--- config.mk ---
export PLATFORM = sky130hd
export DESIGN_NAME = dps_precharge_seq
export DESIGN_NICKNAME = d
export VERILOG_FILES = /design/src/rtl/dps_pkg.sv /design/src/rtl/dps_edges.sv /design/src/rtl/dps_fetch.sv /design/src/rtl/dps_seq.sv /design/src/rtl/dps_drive.sv /design/src/rtl/dps_precharge_seq.sv
export SDC_FILE = /design/constraint.sdc
export NUM_CORES = 1
export LEC_CHECK = 0
export BUFFER_PORTS_ARGS = -buffer_cell sky130_fd_sc_hd__buf_4
export CAP_MARGIN = 40
export CELL_PAD_IN_SITES_DETAIL_PLACEMENT = 2
export CELL_PAD_IN_SITES_GLOBAL_PLACEMENT = 2
export CORE_UTILIZATION = 34
export CTS_BUF_LIST = sky130_fd_sc_hd__clkbuf_8
export CTS_CLUSTER_DIAMETER = 200
export DETAILED_ROUTE_END_ITERATION = 7
export PLACE_DENSITY = 0.85
export SETUP_SLACK_MARGIN = 0.15
export SLEW_MARGIN = 15
export SYNTH_ARGS = -nofsm -noshare
export SYNTH_HDL_FRONTEND = slang
export SYNTH_SLANG_ARGS = --single-unit
--- constraint.sdc ---
create_clock -name clk -period 2.6 [get_ports clk]
set_clock_uncertainty 0.05 [all_clocks]
set_input_delay 0.26 -clock clk [delete_from_list [all_inputs] [get_ports clk]]
set_output_delay 0.26 -clock clk [all_outputs]
set_load 0.02 [all_outputs]
--- src/rtl/dps_pkg.sv ---
package dps_pkg;
  typedef enum logic [2:0] {
    ST_IDLE,
    ST_REQ,
    ST_ARM,
    ST_XFER,
    ST_FIN
  } dps_state_e;
endpackage

--- src/rtl/dps_edges.sv ---
// Samples the host phase clocks and flags the two edges the sequencer uses.
module dps_edges #(
  parameter int SYNC_STAGES = 1
) (
  input  logic clk,
  input  logic rst_n,
  input  logic e_clk,
  input  logic q_clk,
  output logic e_fall,
  output logic q_rise
);
  localparam int DEPTH = SYNC_STAGES + 1;

  logic [DEPTH-1:0] e_pipe, q_pipe;

  always_ff @(posedge clk or negedge rst_n) begin
    if (!rst_n) begin
      e_pipe <= '0;
      q_pipe <= '0;
    end else begin
      e_pipe <= {e_pipe[DEPTH-2:0], e_clk};
      q_pipe <= {q_pipe[DEPTH-2:0], q_clk};
    end
  end

  assign e_fall = e_pipe[DEPTH-1] & ~e_pipe[DEPTH-2];
  assign q_rise = ~q_pipe[DEPTH-1] & q_pipe[DEPTH-2];
endmodule

--- src/rtl/dps_fetch.sv ---
// One-entry holding slot between the byte stream and the bus cycles.
module dps_fetch #(
  parameter int DATA_W = 8,
  parameter int CNT_W  = 5
) (
  input  logic              clk,
  input  logic              rst_n,
  input  logic              load,
  input  logic [CNT_W-1:0]  load_cnt,
  input  logic              en,
  input  logic              take,
  input  logic              src_valid,
  input  logic [DATA_W-1:0] src_data,
  output logic              src_ready,
  output logic              hold_full,
  output logic [DATA_W-1:0] hold_byte
);
  logic [CNT_W-1:0] pend;

  assign src_ready = en && !hold_full && (pend != '0);

  always_ff @(posedge clk or negedge rst_n) begin
    if (!rst_n) begin
      hold_full <= 1'b0;
      hold_byte <= '0;
      pend      <= '0;
    end else if (load) begin
      hold_full <= 1'b0;
      pend      <= load_cnt;
    end else begin
      if (take) hold_full <= 1'b0;
      if (src_valid && src_ready) begin
        hold_full <= 1'b1;
        hold_byte <= src_data;
        pend      <= pend - CNT_W'(1);
      end
    end
  end
endmodule

--- src/rtl/dps_seq.sv ---
// Burst state machine: request, one armed cycle, transfer cycles, finish.
module dps_seq
  import dps_pkg::*;
#(
  parameter int ADDR_W = 16,
  parameter int DATA_W = 8,
  parameter int LEN_W  = 4,
  parameter int CNT_W  = LEN_W + 1
) (
  input  logic              clk,
  input  logic              rst_n,
  input  logic              start,
  input  logic              start_wr,
  input  logic              start_pre,
  input  logic [1:0]        park_sel,
  input  logic [ADDR_W-1:0] start_addr,
  input  logic [LEN_W-1:0]  start_len,
  input  logic              bus_grant,
  input  logic              e_fall,
  input  logic              q_rise,
  input  logic              hold_full,
  input  logic [DATA_W-1:0] hold_byte,
  input  logic [DATA_W-1:0] data_in,
  output dps_state_e        state,
  output logic              act,
  output logic              late,
  output logic [DATA_W-1:0] cur_byte,
  output logic [ADDR_W-1:0] tgt_addr,
  output logic              mode_wr,
  output logic              mode_pre,
  output logic [1:0]        sel_q,
  output logic              load,
  output logic [CNT_W-1:0]  load_cnt,
  output logic              take,
  output logic              rd_valid,
  output logic [DATA_W-1:0] rd_data
);
  logic [CNT_W-1:0] left, left_after;
  logic             open_act, begin_now;

  assign load       = (state == ST_IDLE) && start;
  assign load_cnt   = (start_len == '0) ? {1'b1, {LEN_W{1'b0}}} : {1'b0, start_len};
  assign left_after = act ? left - CNT_W'(1) : left;
  assign open_act   = !mode_wr || hold_full;
  assign begin_now  = e_fall && (((state == ST_ARM) && bus_grant) ||
                                 ((state == ST_XFER) && (left_after != '0)));
  assign take       = begin_now && mode_wr && hold_full;

  always_ff @(posedge clk or negedge rst_n) begin
    if (!rst_n) begin
      state    <= ST_IDLE;
      act      <= 1'b0;
      late     <= 1'b0;
      cur_byte <= '0;
      tgt_addr <= '0;
      mode_wr  <= 1'b0;
      mode_pre <= 1'b0;
      sel_q    <= '0;
      left     <= '0;
      rd_valid <= 1'b0;
      rd_data  <= '0;
    end else begin
      rd_valid <= 1'b0;
      if (e_fall)      late <= 1'b0;
      else if (q_rise) late <= 1'b1;
      if (take) cur_byte <= hold_byte;
      unique case (state)
        ST_IDLE: if (start) begin
          state    <= ST_REQ;
          mode_wr  <= start_wr;
          mode_pre <= start_pre;
          sel_q    <= park_sel;
          tgt_addr <= start_addr;
          left     <= load_cnt;
          act      <= 1'b0;
        end
        ST_REQ: if (e_fall) state <= ST_ARM;
        ST_ARM: if (e_fall && bus_grant) begin
          state <= ST_XFER;
          act   <= open_act;
        end
        ST_XFER: if (e_fall) begin
          if (act) begin
            tgt_addr <= tgt_addr + ADDR_W'(1);
            if (!mode_wr) begin
              rd_valid <= 1'b1;
              rd_data  <= data_in;
            end
          end
          left <= left_after;
          if (left_after == '0) begin
            state <= ST_FIN;
            act   <= 1'b0;
          end else begin
            act <= open_act;
          end
        end
        ST_FIN: state <= ST_IDLE;
        default: state <= ST_IDLE;
      endcase
    end
  end
endmodule

--- src/rtl/dps_drive.sv ---
// Host bus output selection by style and phase.
module dps_drive
  import dps_pkg::*;
#(
  parameter int ADDR_W = 16,
  parameter int DATA_W = 8,
  parameter logic [ADDR_W-1:0] PARK_IO  = 16'hFF00,
  parameter logic [ADDR_W-1:0] PARK_RSV = 16'hFFE0,
  parameter logic [ADDR_W-1:0] PARK_VEC = 16'hFFF0
) (
  input  dps_state_e        state,
  input  logic              act,
  input  logic              late,
  input  logic              mode_wr,
  input  logic              mode_pre,
  input  logic [1:0]        sel_q,
  input  logic [ADDR_W-1:0] tgt_addr,
  input  logic [DATA_W-1:0] cur_byte,
  output logic [ADDR_W-1:0] addr_out,
  output logic [DATA_W-1:0] data_out,
  output logic              data_oe,
  output logic              rw_n
);
  logic [ADDR_W-1:0] park_addr;

  always_comb begin
    unique case (sel_q)
      2'd1:    park_addr = PARK_RSV;
      2'd2:    park_addr = PARK_VEC;
      default: park_addr = PARK_IO;
    endcase
  end

  always_comb begin
    addr_out = '0;
    data_oe  = 1'b0;
    rw_n     = 1'b1;
    if (state == ST_XFER) begin
      addr_out = tgt_addr;
      if (act && mode_wr) begin
        if (!mode_pre) begin
          data_oe = 1'b1;
          rw_n    = 1'b0;
        end else if (!late) begin
          addr_out = park_addr;
          data_oe  = 1'b1;
        end else begin
          rw_n = 1'b0;
        end
      end
    end
    data_out = data_oe ? cur_byte : '0;
  end
endmodule

--- src/rtl/dps_precharge_seq.sv ---
module dps_precharge_seq
  import dps_pkg::*;
#(
  parameter int ADDR_W      = 16,
  parameter int DATA_W      = 8,
  parameter int LEN_W       = 4,
  parameter int SYNC_STAGES = 1
) (
  input  logic              clk,
  input  logic              rst_n,
  input  logic              e_clk,
  input  logic              q_clk,
  input  logic              start,
  input  logic              start_wr,
  input  logic              start_pre,
  input  logic [1:0]        park_sel,
  input  logic [ADDR_W-1:0] start_addr,
  input  logic [LEN_W-1:0]  start_len,
  input  logic              src_valid,
  output logic              src_ready,
  input  logic [DATA_W-1:0] src_data,
  output logic              rd_valid,
  output logic [DATA_W-1:0] rd_data,
  output logic              bus_req,
  input  logic              bus_grant,
  output logic [ADDR_W-1:0] addr_out,
  output logic [DATA_W-1:0] data_out,
  output logic              data_oe,
  output logic              rw_n,
  input  logic [DATA_W-1:0] data_in,
  output logic              busy,
  output logic              done
);
  localparam int CNT_W = LEN_W + 1;

  dps_state_e        state;
  logic              e_fall, q_rise, act, late, mode_wr, mode_pre;
  logic              load, take, hold_full;
  logic [1:0]        sel_q;
  logic [CNT_W-1:0]  load_cnt;
  logic [DATA_W-1:0] hold_byte, cur_byte;
  logic [ADDR_W-1:0] tgt_addr;

  dps_edges #(.SYNC_STAGES(SYNC_STAGES)) u_edges (
    .clk(clk), .rst_n(rst_n), .e_clk(e_clk), .q_clk(q_clk),
    .e_fall(e_fall), .q_rise(q_rise)
  );

  dps_fetch #(.DATA_W(DATA_W), .CNT_W(CNT_W)) u_fetch (
    .clk(clk), .rst_n(rst_n), .load(load), .load_cnt(load_cnt),
    .en(mode_wr && (state inside {ST_REQ, ST_ARM, ST_XFER})),
    .take(take), .src_valid(src_valid), .src_data(src_data),
    .src_ready(src_ready), .hold_full(hold_full), .hold_byte(hold_byte)
  );

  dps_seq #(.ADDR_W(ADDR_W), .DATA_W(DATA_W), .LEN_W(LEN_W), .CNT_W(CNT_W)) u_seq (
    .clk(clk), .rst_n(rst_n), .start(start), .start_wr(start_wr),
    .start_pre(start_pre), .park_sel(park_sel), .start_addr(start_addr),
    .start_len(start_len), .bus_grant(bus_grant), .e_fall(e_fall),
    .q_rise(q_rise), .hold_full(hold_full), .hold_byte(hold_byte),
    .data_in(data_in), .state(state), .act(act), .late(late),
    .cur_byte(cur_byte), .tgt_addr(tgt_addr), .mode_wr(mode_wr),
    .mode_pre(mode_pre), .sel_q(sel_q), .load(load), .load_cnt(load_cnt),
    .take(take), .rd_valid(rd_valid), .rd_data(rd_data)
  );

  dps_drive #(.ADDR_W(ADDR_W), .DATA_W(DATA_W)) u_drive (
    .state(state), .act(act), .late(late), .mode_wr(mode_wr),
    .mode_pre(mode_pre), .sel_q(sel_q), .tgt_addr(tgt_addr),
    .cur_byte(cur_byte), .addr_out(addr_out), .data_out(data_out),
    .data_oe(data_oe), .rw_n(rw_n)
  );

  assign bus_req = state inside {ST_REQ, ST_ARM, ST_XFER};
  assign busy    = (state != ST_IDLE);
  assign done    = (state == ST_FIN);
endmodule

# Word-level counts from Yosys, hierarchy flattened
# Cells that the tools add are included.
# W data, S select, Z words.
[classes]
addsub = 3
bitwise = 6
mux = 44
n_eq_ne = 12
reduce_logical = 35
[op_table]
columns = ["operator", "n"]
rows = [
  ["$mux W16", 7],
  ["$pmux W16 S2", 1],
  ["$mux W5", 6],
  ["$mux W1", 20],
  ["$add A16 B1 Y16 const B", 1],
  ["$pmux W8 S2", 1],
  ["$mux W3", 5],
  ["$logic_and A1 B1 Y1", 12],
  ["$pmux W3 S4", 1],
  ["$reduce_and A4 Y1", 3],
  ["$reduce_bool A3 Y1", 4],
  ["$ne A2 B1 Y1 const B", 5],
  ["$pmux W5 S2", 1],
  ["$reduce_bool A5 Y1", 2],
  ["$sub A5 B1 Y5 const B", 2],
  ["$mux W8", 1],
  ["$eq A3 B2 Y1 const B", 2],
  ["$reduce_bool A2 Y1", 3],
  ["$logic_not A5 Y1", 1],
  ["$reduce_and A5 Y1", 1],
  ["$logic_not A4 Y1", 1],
  ["$not A1 Y1", 4],
  ["$reduce_and A2 Y1", 2],
  ["$eq A3 B1 Y1 const B", 1],
  ["other kinds (10)", 13],
]
[word_totals]
output_inout_bits = 39
register_bits = 65
input_bits = 47

# Logic depth before layout (Yosys ltp)
# Gate-level depths: netlist of the first run.
[depth]
word_depth = 11
ltp_mapped = 7
depth_no_buf = 6

# Hierarchy
# Synthesis of the first run repeated with hierarchy kept, for this count alone.
[hier_totals]
cells_unflattened = 363
hier_area_um2 = 3719.8
[modules_own_cells]
columns = ["module", "n_inst", "cells_per_inst", "area_per_inst_um2"]
rows = [
  ["dps_seq", 1, 251, 2453.6],
  ["dps_fetch", 1, 55, 673.1],
  ["dps_drive", 1, 46, 437.9],
  ["dps_edges", 1, 6, 127.6],
  ["dps_precharge_seq", 1, 5, 27.5],
]

# Least setup slack after synthesis of the first run
# No wires, ideal clock.
[synth_timing]
kind = "register to output"
startpoint = "reg u_seq.state[2]"
endpoint = "out data_out[0]"
path_stages_with_launch = 5
n_path_buf = 0
arrival_time_ps = 1597
t_required_ps = 2290
slack_ps = 693
cell_sequence = "dfrtp_1 and3b_1 nand3_1 a21oi_1 and2_1"
[synth_via]
elab_chain_cells = 3
[synth_rtl]
columns = ["item", "line", "source"]
rows = [
  ["start: declaration", "dps_seq.sv:24", "output dps_state_e state,"],
  ["start signal: assignment", "dps_seq.sv:51", "state <= ST_IDLE;"],
  ["start signal: assignment", "dps_seq.sv:69", "state <= ST_REQ;"],
  ["start signal: assignment", "dps_seq.sv:77", "ST_REQ: if (e_fall) state <= ST_ARM;"],
  ["$eq A3 B2 Y1", "dps_drive.sv:38", "if (state == ST_XFER) begin"],
  ["$mux W1", "dps_drive.sv:38", ""],
  ["named net data_oe", "dps_precharge_seq.sv:28", "output logic data_oe,"],
  ["$mux W8", "dps_drive.sv:52", "data_out = data_oe ? cur_byte : '0;"],
  ["end: declaration", "dps_precharge_seq.sv:27", "output logic [DATA_W-1:0] data_out,"],
]
# The timed path passes the listed nets, and every way through them passes these cells.

# Worst setup path in the final report of the first run
[layout_timing]
startpoint = "reg u_seq.act"
endpoint = "out addr_out[4]"
[layout_via]
elab_chain_cells = 3
[layout_rtl]
columns = ["item", "line", "source"]
rows = [
  ["start: declaration", "dps_seq.sv:25", "output logic act,"],
  ["start signal: assignment", "dps_seq.sv:80", "act <= open_act;"],
  ["start signal: assignment", "dps_seq.sv:95", "act <= open_act;"],
  ["$logic_and A1 B1 Y1", "dps_drive.sv:40", "if (act && mode_wr) begin"],
  ["$mux W16", "dps_drive.sv:40", ""],
  ["$mux W16", "dps_drive.sv:38", ""],
  ["end: declaration", "dps_precharge_seq.sv:26", "output logic [ADDR_W-1:0] addr_out,"],
]
# Every way passes these cells.

==> results of run 1 <==
[repair_timing]
action	4_1_cts	5_1_grt
gates resized for setup	2	2
endpoints found under the hold margin	35	0
pin swaps	0	1
buffers inserted	0	4
endpoints found under the setup margin	11	15
hold buffers	3	0
[path summary, 6_finish.rpt]
| kind | start | endpoint | slack, ns | cells past startpoint |
|---|---|---|---|---|
| min in group asynchronous | rst_n | u_seq.rd_valid$_DFF_PN0_ | 0.34 | 2 |
| hold reg to reg | u_edges.q_pipe[0]$_DFF_PN0_ | u_edges.q_pipe[1]$_DFF_PN0_ | 0.35 | 0 |
| max in group asynchronous | rst_n | u_fetch.pend[1]$_DFFE_PN0P_ | 1.61 | 3 |
| hold / removal | start_pre | u_seq.mode_pre$_DFFE_PN0P_ | 0.06 | 3 |
| setup / recovery | u_seq.act$_DFFE_PN0P_ | addr_out[4] | 0.25 | 4 |
| setup reg to reg | u_seq.act$_DFFE_PN0P_ | u_seq.cur_byte[6]$_DFFE_PN0P_ | 0.41 | 4 |
[final cells by class]
cell class	instances	share of cell area, %
clock inverter	7	2.49
tap	136	3.56
sequential	65	34.1
timing repair buffer	104	16.8
clock buffer	9	2.59
inverter	10	0.786
multi-input combinational	294	39.7
[registers in the layout, summed over array words and instances (netlist names), 2 cells and up]
register,count
u_seq.rd_data,8
u_edges.q_pipe,2
u_edges.e_pipe,2
u_seq.tgt_addr,16
u_seq.cur_byte,8
u_seq.state,3
u_fetch.hold_byte,8
u_seq.sel_q,2
u_fetch.pend,5
u_seq.left,5
[metrics by stage]
| stage | hold slack, ns | util, % |
|---|---|---|
| 6_report | 0.0560 | 45.8 |
| 5_1_grt | 0.0554 | 45.8 |
| 4_1_cts | 0.0482 | 45.5 |
| 3_5_place_dp | 0.192 | 42.8 |
| 3_3_place_gp | 0.315 | 42.6 |
| 2_1_floorplan | -0.0856 | - |
[synth_stat cells (all sizes together) (6+ instances only)]
master  number  share of area, %
o22ai        7               1.2
mux2        17               5.2
and2        19               3.2
nor3         6               1.1
a21oi       29               4.0
nand4       13               2.2
dfrtp       65                44
nand2       50               5.1
o21ai       18               2.7
and3         7               1.2
o211ai      11               2.2
buf         17               2.7
inv         10               1.0
nand3        8               1.1
clkbuf      10               1.1
nor2        31               3.2
[power by group through the flow]
stage | logic, mW | clock network (mW) | registers [mW]
5_1_grt | 3.14 | 1.14 | 2.02
4_1_cts | 2.90 | 1.11 | 1.96
2_1_floorplan | 1.81 | 0 | 1.83
3_3_place_gp | 2.64 | 0 | 1.91
6_report | 2.90 | 1.08 | 1.96
3_5_place_dp | 2.82 | 0 | 1.95
[metal layers]
metal | track usage, % | vias up | routed length [um] | part of all wire (%)
met5 | 0 | - | 0 | 0
met4 | 8.33 | 0 | 230 | 1.7
met3 | 4.35 | 19 | 397 | 3.0
met2 | 44.7 | 78 | 7070 | 53
met1 | 29.3 | 1802 | 5670 | 42
li1 | - | 1616 | - | -
[critical path, cell delays in order (launching register included)]
cell,delay [ns]
dfrtp_1,0.57
and4_1,0.56
nand2_1,0.17
a21oi_1,0.21
buf_4,0.18
[kinds of logic (layout without fill, tap and decap cells)]
logic type,after synthesis,in the layout,synth area share [%]
AND/OR/NAND/NOR,169,169,25.2
AO/OA/AOI/OAI,99,99,17.8
flip-flops,65,65,44.2
buffers and inverters,37,130,4.72
multiplexers,18,18,5.47
adder cells (fa/ha/maj),5,5,1.70
XOR/XNOR,3,3,0.918
==> flow_summary.ini, run 1 <==
[run_status]
outcome = finished clean

[flow_run]
cap_violations = 0

[synthesis]
ys_warn_count = 0
syn_avg_cell_area_um2 = 9.30
async_reset_ff_share_pct = 100
synth-seq-cells = 65
synth_nets = 448
synth_seq_area_share_pct = 44.2
synth_edf_count = 0
synthDistinctLibCells = 64
synthCells = 396
netlist_area_um2 = 3680
ys.flop_type = dfrtp_1

[layout]
multi_input_area_um2 = 1890
instances_no_fill = 625
areaGrowthSynthToFinish_pct = 29.7
final_common_cell = buf_4
seqCellArea_um2 = 1630
nFillCells = 1123
layout_common_cells = buf_4, dfrtp_1, nand2_1
num_antenna_cells = 0
drive_above_1_share_pct = 30.5
nets = 536
fin_area_um2 = 4780

[place]
dpl.hpwl_mm = 8.89
placed_cells = 602
pre_cts_ws_ns = 0.287
placed_area_um2 = 4460
routabilityCongestion = 0.790
port_buffers = 85

[power]
p_sw_share_pct = 44.3
peakVddDrop_mv = 0.479
switching_power_mw = 2.64
leakagePower_nw = 2.11
p_int_mw = 3.32
power_frac_clock_pct = 18.2
pwr-share-seq_pct = 33.0
powerDensity_nw_per_um2 = 1250
p_total_mw = 5.95
pwr-share-comb_pct = 48.8

[sta]
post-route-period-util_pct = 90.4
fin_crit_ns = 2.35
max_freq_mhz = 425
rsz0062_at_grt = no
fin_setup_tns_ns = 0
setup_slack_ns = 0.250
drv_slew = 0
finalSetupViolCount = 0
finalHoldViolations = 0
tightestPinTransition_ns = 0.629
slew_headroom_pct = 57.9

[drt]
drtPass1Iterations = 4
drc_errors = 0
first_iter_violations = 151
route.antenna.remaining_nets = 0
via_count = 3515
post_drt_via_cell_ratio = 5.62
drt-wirelength-per-cell_um = 21.4
drt-total-wl_mm = 13.4

[global_route]
grt_pass1_wl_mm = 21.6
track_usage_pct = 24.6
overflow = 0
grt_max_degree = 40
grt_pass1_vias = 4016
antenna_found_initial = 0

[cts]
tritoncts = built
h-tree-depth = 3
clkTransAtPathRegs_ns = 0.09
clkSinkCount = 65
insertion_delay_ns = 0.36
ctsRootBufferMaster = clkbuf_8
cts_buffers = 9
cts.path.max_buffers = 2

[floorplanning]
die_w_um = 106
die_h_um = 106
ios = 86
dieArea_um2 = 11200
start_util_pct = 35.3
fp.coreArea_um2 = 10400
num_rows = 37

[setup_path]
crit_path_start_kind = register
arrival_ns = 2.04
critPathMaxFanout = 12
critical_path_class = register to primary output
critPathCaptureType = primary output
critPathRequiredTime_ns = 2.29

[min_path]
hp-class = input pin to register
Power figures use the tool's default switching activity.
==> run 2: changes to the inputs <==
- CORE_UTILIZATION: 34 -> 35
- SYNTH_HIERARCHICAL: not set -> 1
==> run 2 against run 1 <==
Against the previous run: non-clock buffer count fell by 6; worst hold slack gained 0.028 ns; critical path depth rose by 4; sequential power hardly changed; count of clock-buffer cells in the layout unchanged; global-route usage is 1.4 points lower; flip-flop and latch count is the same; total power increased by 9.8%; synthesized area grew 1.1%; largest cell class unchanged; die area shrank 1.8%.
==> flow_summary.ini, run 2 <==
[power]
pwr-share-seq_pct = 30.1
p_sw_share_pct = 46.1
peakVddDrop_mv = 0.561
leakagePower_nw = 2.11
pwr-share-comb_pct = 55.7
switching_power_mw = 3.01
powerDensity_nw_per_um2 = 1380
power_frac_clock_pct = 14.2
p_total_mw = 6.53
p_int_mw = 3.52

[synthesis]
synthDistinctLibCells = 59
netlist_top_cells_area = dfrtp_1, mux2_2, a21oi_1, nor4b_2, o21ai_0
post-synth-top-count-cell = dfrtp_1
syn_avg_cell_area_um2 = 10.2
async_reset_ff_share_pct = 100
ys_warn_count = 6
netlist_area_um2 = 3720
ys.flop_type = dfrtp_1
synthCells = 363
synthTopCellsByCount = dfrtp_1, a21oi_1, mux2_2
synth_nets = 414
synth-seq-cells = 65
synth_seq_area_share_pct = 43.7
yosys.area.top_type = dfrtp_1
synth_top_area_share_pct = 43.7
synth_edf_count = 0

[layout]
num_antenna_cells = 0
drive_above_1_share_pct = 36.5
layout_common_cells = buf_4, dfrtp_1, a21oi_1
areaGrowthSynthToFinish_pct = 27.3
final_common_cell = buf_4
largest_reg_flops = 16
top_register = u_seq/tgt_addr
final_util_pct = 45.9
nets = 498

[drt]
post_drt_via_cell_ratio = 5.58
drtPass1Iterations = 4
first_iter_violations = 100
drc_errors = 0
drt-total-wl_mm = 12.2
drt-wirelength-per-cell_um = 20.8
via_count = 3279
route.antenna.remaining_nets = 0

[cts]
h-tree-depth = 3
clkTransAtPathRegs_ns = 0.09
insertion_delay_ns = 0.35
tritoncts = built
clkSinkCount = 65
ctsRootBufferMaster = clkbuf_8
cts.path.max_buffers = 2
cts_buffers = 9

[setup_path]
crit-reg2reg-launch = u_seq/left[0]$_DFFE_PN0P_
crit_family = multiplexers
slowest_delay_ns = 0.41
r2r_cells = 8
rrSetupSlack_ns = 0.23
critPathCaptureType = register
critical_path_class = register to register
slowest_stage = dfrtp_2
critPathRequiredTime_ns = 2.79
crit_path_start_kind = register
arrival_ns = 2.56
r2r-end = u_seq/cur_byte[4]$_DFFE_PN0P_
critPathMaxFanout = 9
path_buf_inv = 2
path_cells = inv_1, ha_1, xnor2_1, a41oi_1, mux2i_1, a2bb2oi_4, buf_12, mux2_2

[min_path]
hp-class = input pin to register
min_to = u_seq/mode_pre$_DFFE_PN0P_
hold_path_depth = 2
hp-start = start_pre

[sta]
finalHoldViolations = 0
rsz0062_at_grt = yes
post-route-period-util_pct = 91.2
fin_setup_tns_ns = 0
fin_crit_ns = 2.37
drv_slew = 0
max_freq_mhz = 422
finalSetupViolCount = 0
tightestPinTransition_ns = 0.626
slew_headroom_pct = 58.2

[place]
dpl.hpwl_mm = 8.56
routabilityCongestion = 0.762
port_buffers = 85

[global_route]
grt_max_degree = 53
grt_pass1_vias = 3644
track_usage_pct = 23.2
overflow = 0
antenna_found_initial = 0
grt_pass1_wl_mm = 19.9

[flow_run]
cap_violations = 0

[floorplanning]
die_h_um = 105
num_rows = 37
start_util_pct = 36.0
ios = 86
dieArea_um2 = 11000
fp.coreArea_um2 = 10300
die_w_um = 105

[run_status]
outcome = finished clean
==> run 2: worst max-delay path by stage <==
stage / start / to / slack (ns) / cells after the start
6_report: u_seq/left[0]$_DFFE_PN0P_ / u_seq/cur_byte[4]$_DFFE_PN0P_ / 0.23 / 8
2_1_floorplan: u_seq/state[0]$_DFFE_PN0P_ / u_fetch/hold_byte[0]$_DFFE_PN0P_ / 0.47 / 6
4_1_cts: u_seq/left[0]$_DFFE_PN0P_ / u_seq/cur_byte[0]$_DFFE_PN0P_ / 0.19 / 7
3_5_place_dp: u_seq/left[0]$_DFFE_PN0P_ / u_seq/cur_byte[5]$_DFFE_PN0P_ / 0.24 / 7
3_3_place_gp: u_seq/state[2]$_DFFE_PN0P_ / u_fetch/hold_byte[2]$_DFFE_PN0P_ / 0.33 / 4
5_1_grt: u_seq/left[0]$_DFFE_PN0P_ / u_seq/cur_byte[0]$_DFFE_PN0P_ / 0.12 / 8
==> run 2: power by group through the flow <==
stage	clock, mW	combinational (mW)	sequential (mW)
after detailed placement	0	3.57	1.97
after global routing	0.995	3.92	2.04
after CTS	0.953	3.61	1.96
after floorplan	0	2.38	1.87
final	0.927	3.64	1.97
after global placement	0	3.38	1.91
==> run 2: cell type report <==
cell class,count,area [um2]
Fill cell,1091,5590
Multi-Input combinational cell,260,1910
Sequential cell,65,1630
Timing Repair Buffer,98,776
Tap cell,136,170
Clock buffer,9,124
Clock inverter,7,77.6
Inverter,13,48.8
==> run 2: what timing repair did <==
action | CTS | global route
hold endpoints to repair | 15 | 0
buffers inserted | 0 | 1
gates resized for setup | 0 | 4
hold buffers | 3 | 0
setup endpoints to repair | 0 | 23
==> run 2: worst register-to-register path: stages, from the launching register on <==
cell       delay, ns
dfrtp_2         0.41
inv_1           0.08
ha_1            0.27
xnor2_1         0.27
a41oi_1         0.19
mux2i_1         0.31
a2bb2oi_4       0.20
buf_12          0.14
mux2_2          0.34
==> run 2: per-layer routing <==
layer | vias to the layer above | part of all wire, % | global-route usage, %
met1 | 1700 | 44 | 29.2
met2 | 68 | 52 | 40.9
li1 | 1500 | - | -
met4 | 0 | 1.3 | 6.64
met3 | 11 | 2.6 | 3.81
met5 | - | 0 | 0
==> run 2: through the flow <==
step | hold slack, ns | area (um2) | std cells | worst slack, ns
2_1_floorplan | -0.0856 | 3720 | 363 | 0.467
3_3_place_gp | 0.316 | 4440 | 567 | 0.330
3_5_place_dp | 0.0970 | 4470 | 568 | 0.244
4_1_cts | 0.0646 | 4700 | 587 | 0.186
5_1_grt | 0.0635 | 4730 | 588 | 0.118
6_report | 0.0840 | 4730 | 588 | 0.228
==> run 2: logic make-up (layout without fill, tap and decap cells) <==
| family | after synthesis | in the layout | synth area share, % |
|---|---|---|---|
| mux | 34 | 34 | 10.1 |
| simple gates | 120 | 120 | 22.0 |
| buf+inv | 38 | 127 | 5.18 |
| flops | 65 | 65 | 43.7 |
| fa+ha+maj | 4 | 4 | 1.35 |
| xor+xnor | 2 | 2 | 0.471 |
| compound gates | 100 | 100 | 17.2 |
==> run 3: changes to the inputs <==
- BUFFER_PORTS_ARGS: -buffer_cell sky130_fd_sc_hd__buf_4 -> not set
- CORE_UTILIZATION: 35 -> 41
- DONT_BUFFER_PORTS: not set -> 1
- PLACE_DENSITY: 0.85 -> 0.84
==> run 3 against run 2 <==
Against the previous run: first-iteration DRC count shrank 25%; die area shrank 14%; highest routed layer unchanged; utilization grew 3.4 points; count of clock-buffer cells in the layout is the same; critical endpoint is now data_oe; worst setup slack lost 0.087 ns.
==> flow_summary.ini, run 3 (same netlist as run 2, synthesis figures left out) <==
[run_status]
outcome = finished clean

[sta]
fin_crit_ns = 2.46
max_freq_mhz = 407
rsz0062_at_grt = yes
whs_ns = 0.00201
post-route-period-util_pct = 94.6
drv_slew = 0
finalHoldViolations = 0
fin_setup_tns_ns = 0
setup_slack_ns = 0.142
slew_headroom_pct = 58.7
tightestPinTransition_ns = 0.615
finalSetupViolCount = 0

[setup_path]
critPathCaptureType = primary output
slowest_delay_ns = 0.66
crit_path_start_kind = register
critical_path_class = register to primary output
arrival_ns = 2.15
startpoint = u_seq/act$_DFFE_PN0P_
crit-reg2reg-launch = u_seq/state[1]$_DFFE_PN0P_
critPathMaxFanout = 10
slowest_stage = nor3_1
critPathRequiredTime_ns = 2.29
r2r_cells = 6
path_cells = buf_4, nand2_1, nor3_1

[cts]
cts.path.max_buffers = 2
tritoncts = built
cts_buffers = 9
ctsRootBufferMaster = clkbuf_8
insertion_delay_ns = 0.37
h-tree-depth = 3
clkSinkCount = 65
clkTransAtPathRegs_ns = 0.09

[drt]
drc_errors = 0
route.antenna.remaining_nets = 0
first_iter_violations = 75
via_count = 3074
post_drt_via_cell_ratio = 6.12
drt-total-wl_mm = 12.7
drtPass1Iterations = 4
drt-wirelength-per-cell_um = 25.3

[floorplanning]
fp.coreArea_um2 = 8760
die_w_um = 97.3
num_rows = 34
start_util_pct = 42.4
die_h_um = 97.3
ios = 86
dieArea_um2 = 9460

[layout]
areaGrowthSynthToFinish_pct = 16.1
nFillCells = 894
instances_no_fill = 502
num_antenna_cells = 0
nets = 440
drive_above_1_share_pct = 21.3
fin_area_um2 = 4320
final_common_cell = dfrtp_1
top_register = u_seq/tgt_addr
largest_reg_flops = 16
layout_common_cells = dfrtp_1, a21oi_1, mux2_2

[flow_run]
cap_violations = 0

[power]
leakagePower_nw = 1.80
powerDensity_nw_per_um2 = 1390
peakVddDrop_mv = 0.585

[min_path]
hp-start = start_addr[1]
hp-class = input pin to register
hold_path_depth = 2

[place]
dpl.hpwl_mm = 7.78
port_buffers = 0
placed_cells = 459
routabilityCongestion = 0.769
placed_area_um2 = 3810
pre_cts_ws_ns = 0.237

[global_route]
track_usage_pct = 28.0
antenna_found_initial = 0
grt_max_degree = 66
grt_pass1_wl_mm = 20.3
grt_pass1_vias = 3461
overflow = 0
==> run 3: cell types whose count changed in the layout (fill, tap and decap cells not counted), sizes merged <==
cell	previous run	this run
buf	95	16
bufinv	1	0
clkinv	3	1
clkinvlp	1	2
dlygate4sd3	3	24
inv	15	17
==> run 3: timing repair <==
action / 4_1_cts / 5_1_grt
endpoints found under the hold margin: 87 / 1
gates resized for setup: 0 / 3
hold buffers: 24 / 1
setup buffers: 0 / 2
setup endpoints to repair: 0 / 27
==> run 3: cell type report <==
cell class	instances	area, um2	area share, %
timing repair buffer	40	405	9.39
inverter	13	48.8	1.13
tap	108	135	3.13
clock inverter	7	61.3	1.42
sequential	65	1630	37.7
multi-input combinational	260	1920	44.4
clock buffer	9	124	2.87
==> run 3: worst max-delay path: cells and delay by family, from the launching register on <==
family	cells	cell delay, ns
DFF	1	0.54
and+or+nand+nor	2	1.02
buffers and inverters	1	0.21
==> run 3: path summary, 6_finish.rpt <==
path                                                    endpoint  slack (ns)
worst max-delay path                                     data_oe        0.14
worst min-delay path               u_seq/tgt_addr[1]$_DFFE_PN0P_       0.002
worst max register to register  u_fetch/hold_byte[4]$_DFFE_PN0P_        0.23
worst min register to register       u_edges/e_pipe[1]$_DFF_PN0_        0.43
max in group asynchronous       u_fetch/hold_byte[5]$_DFFE_PN0P_        1.83
min in group asynchronous              u_seq/left[3]$_DFFE_PN0P_        0.40
==> run 3: metrics by stage <==
stage | power, mW | utilization [%]
6_report | 6.00 | 49.3
5_1_grt | 6.36 | 49.3
4_1_cts | 5.83 | 48.5
3_5_place_dp | 4.91 | 43.5
3_3_place_gp | 4.68 | 43.5
2_1_floorplan | 4.25 | -
==> run 3: report_power, final <==
group          leakage, nW  switching (mW)  internal [mW]
logic                0.946            1.85           1.20
registers            0.768           0.613           1.47
clock network       0.0888           0.504          0.364
==> run 3: layer usage <==
metal | GRT usage [%] | wire, um | vias up
li1 | - | - | 1385
met1 | 32.1 | 4960 | 1590
met2 | 50.7 | 6910 | 75
met3 | 5.83 | 451 | 24
met4 | 11.4 | 355 | 0
met5 | 0 | 0 | -
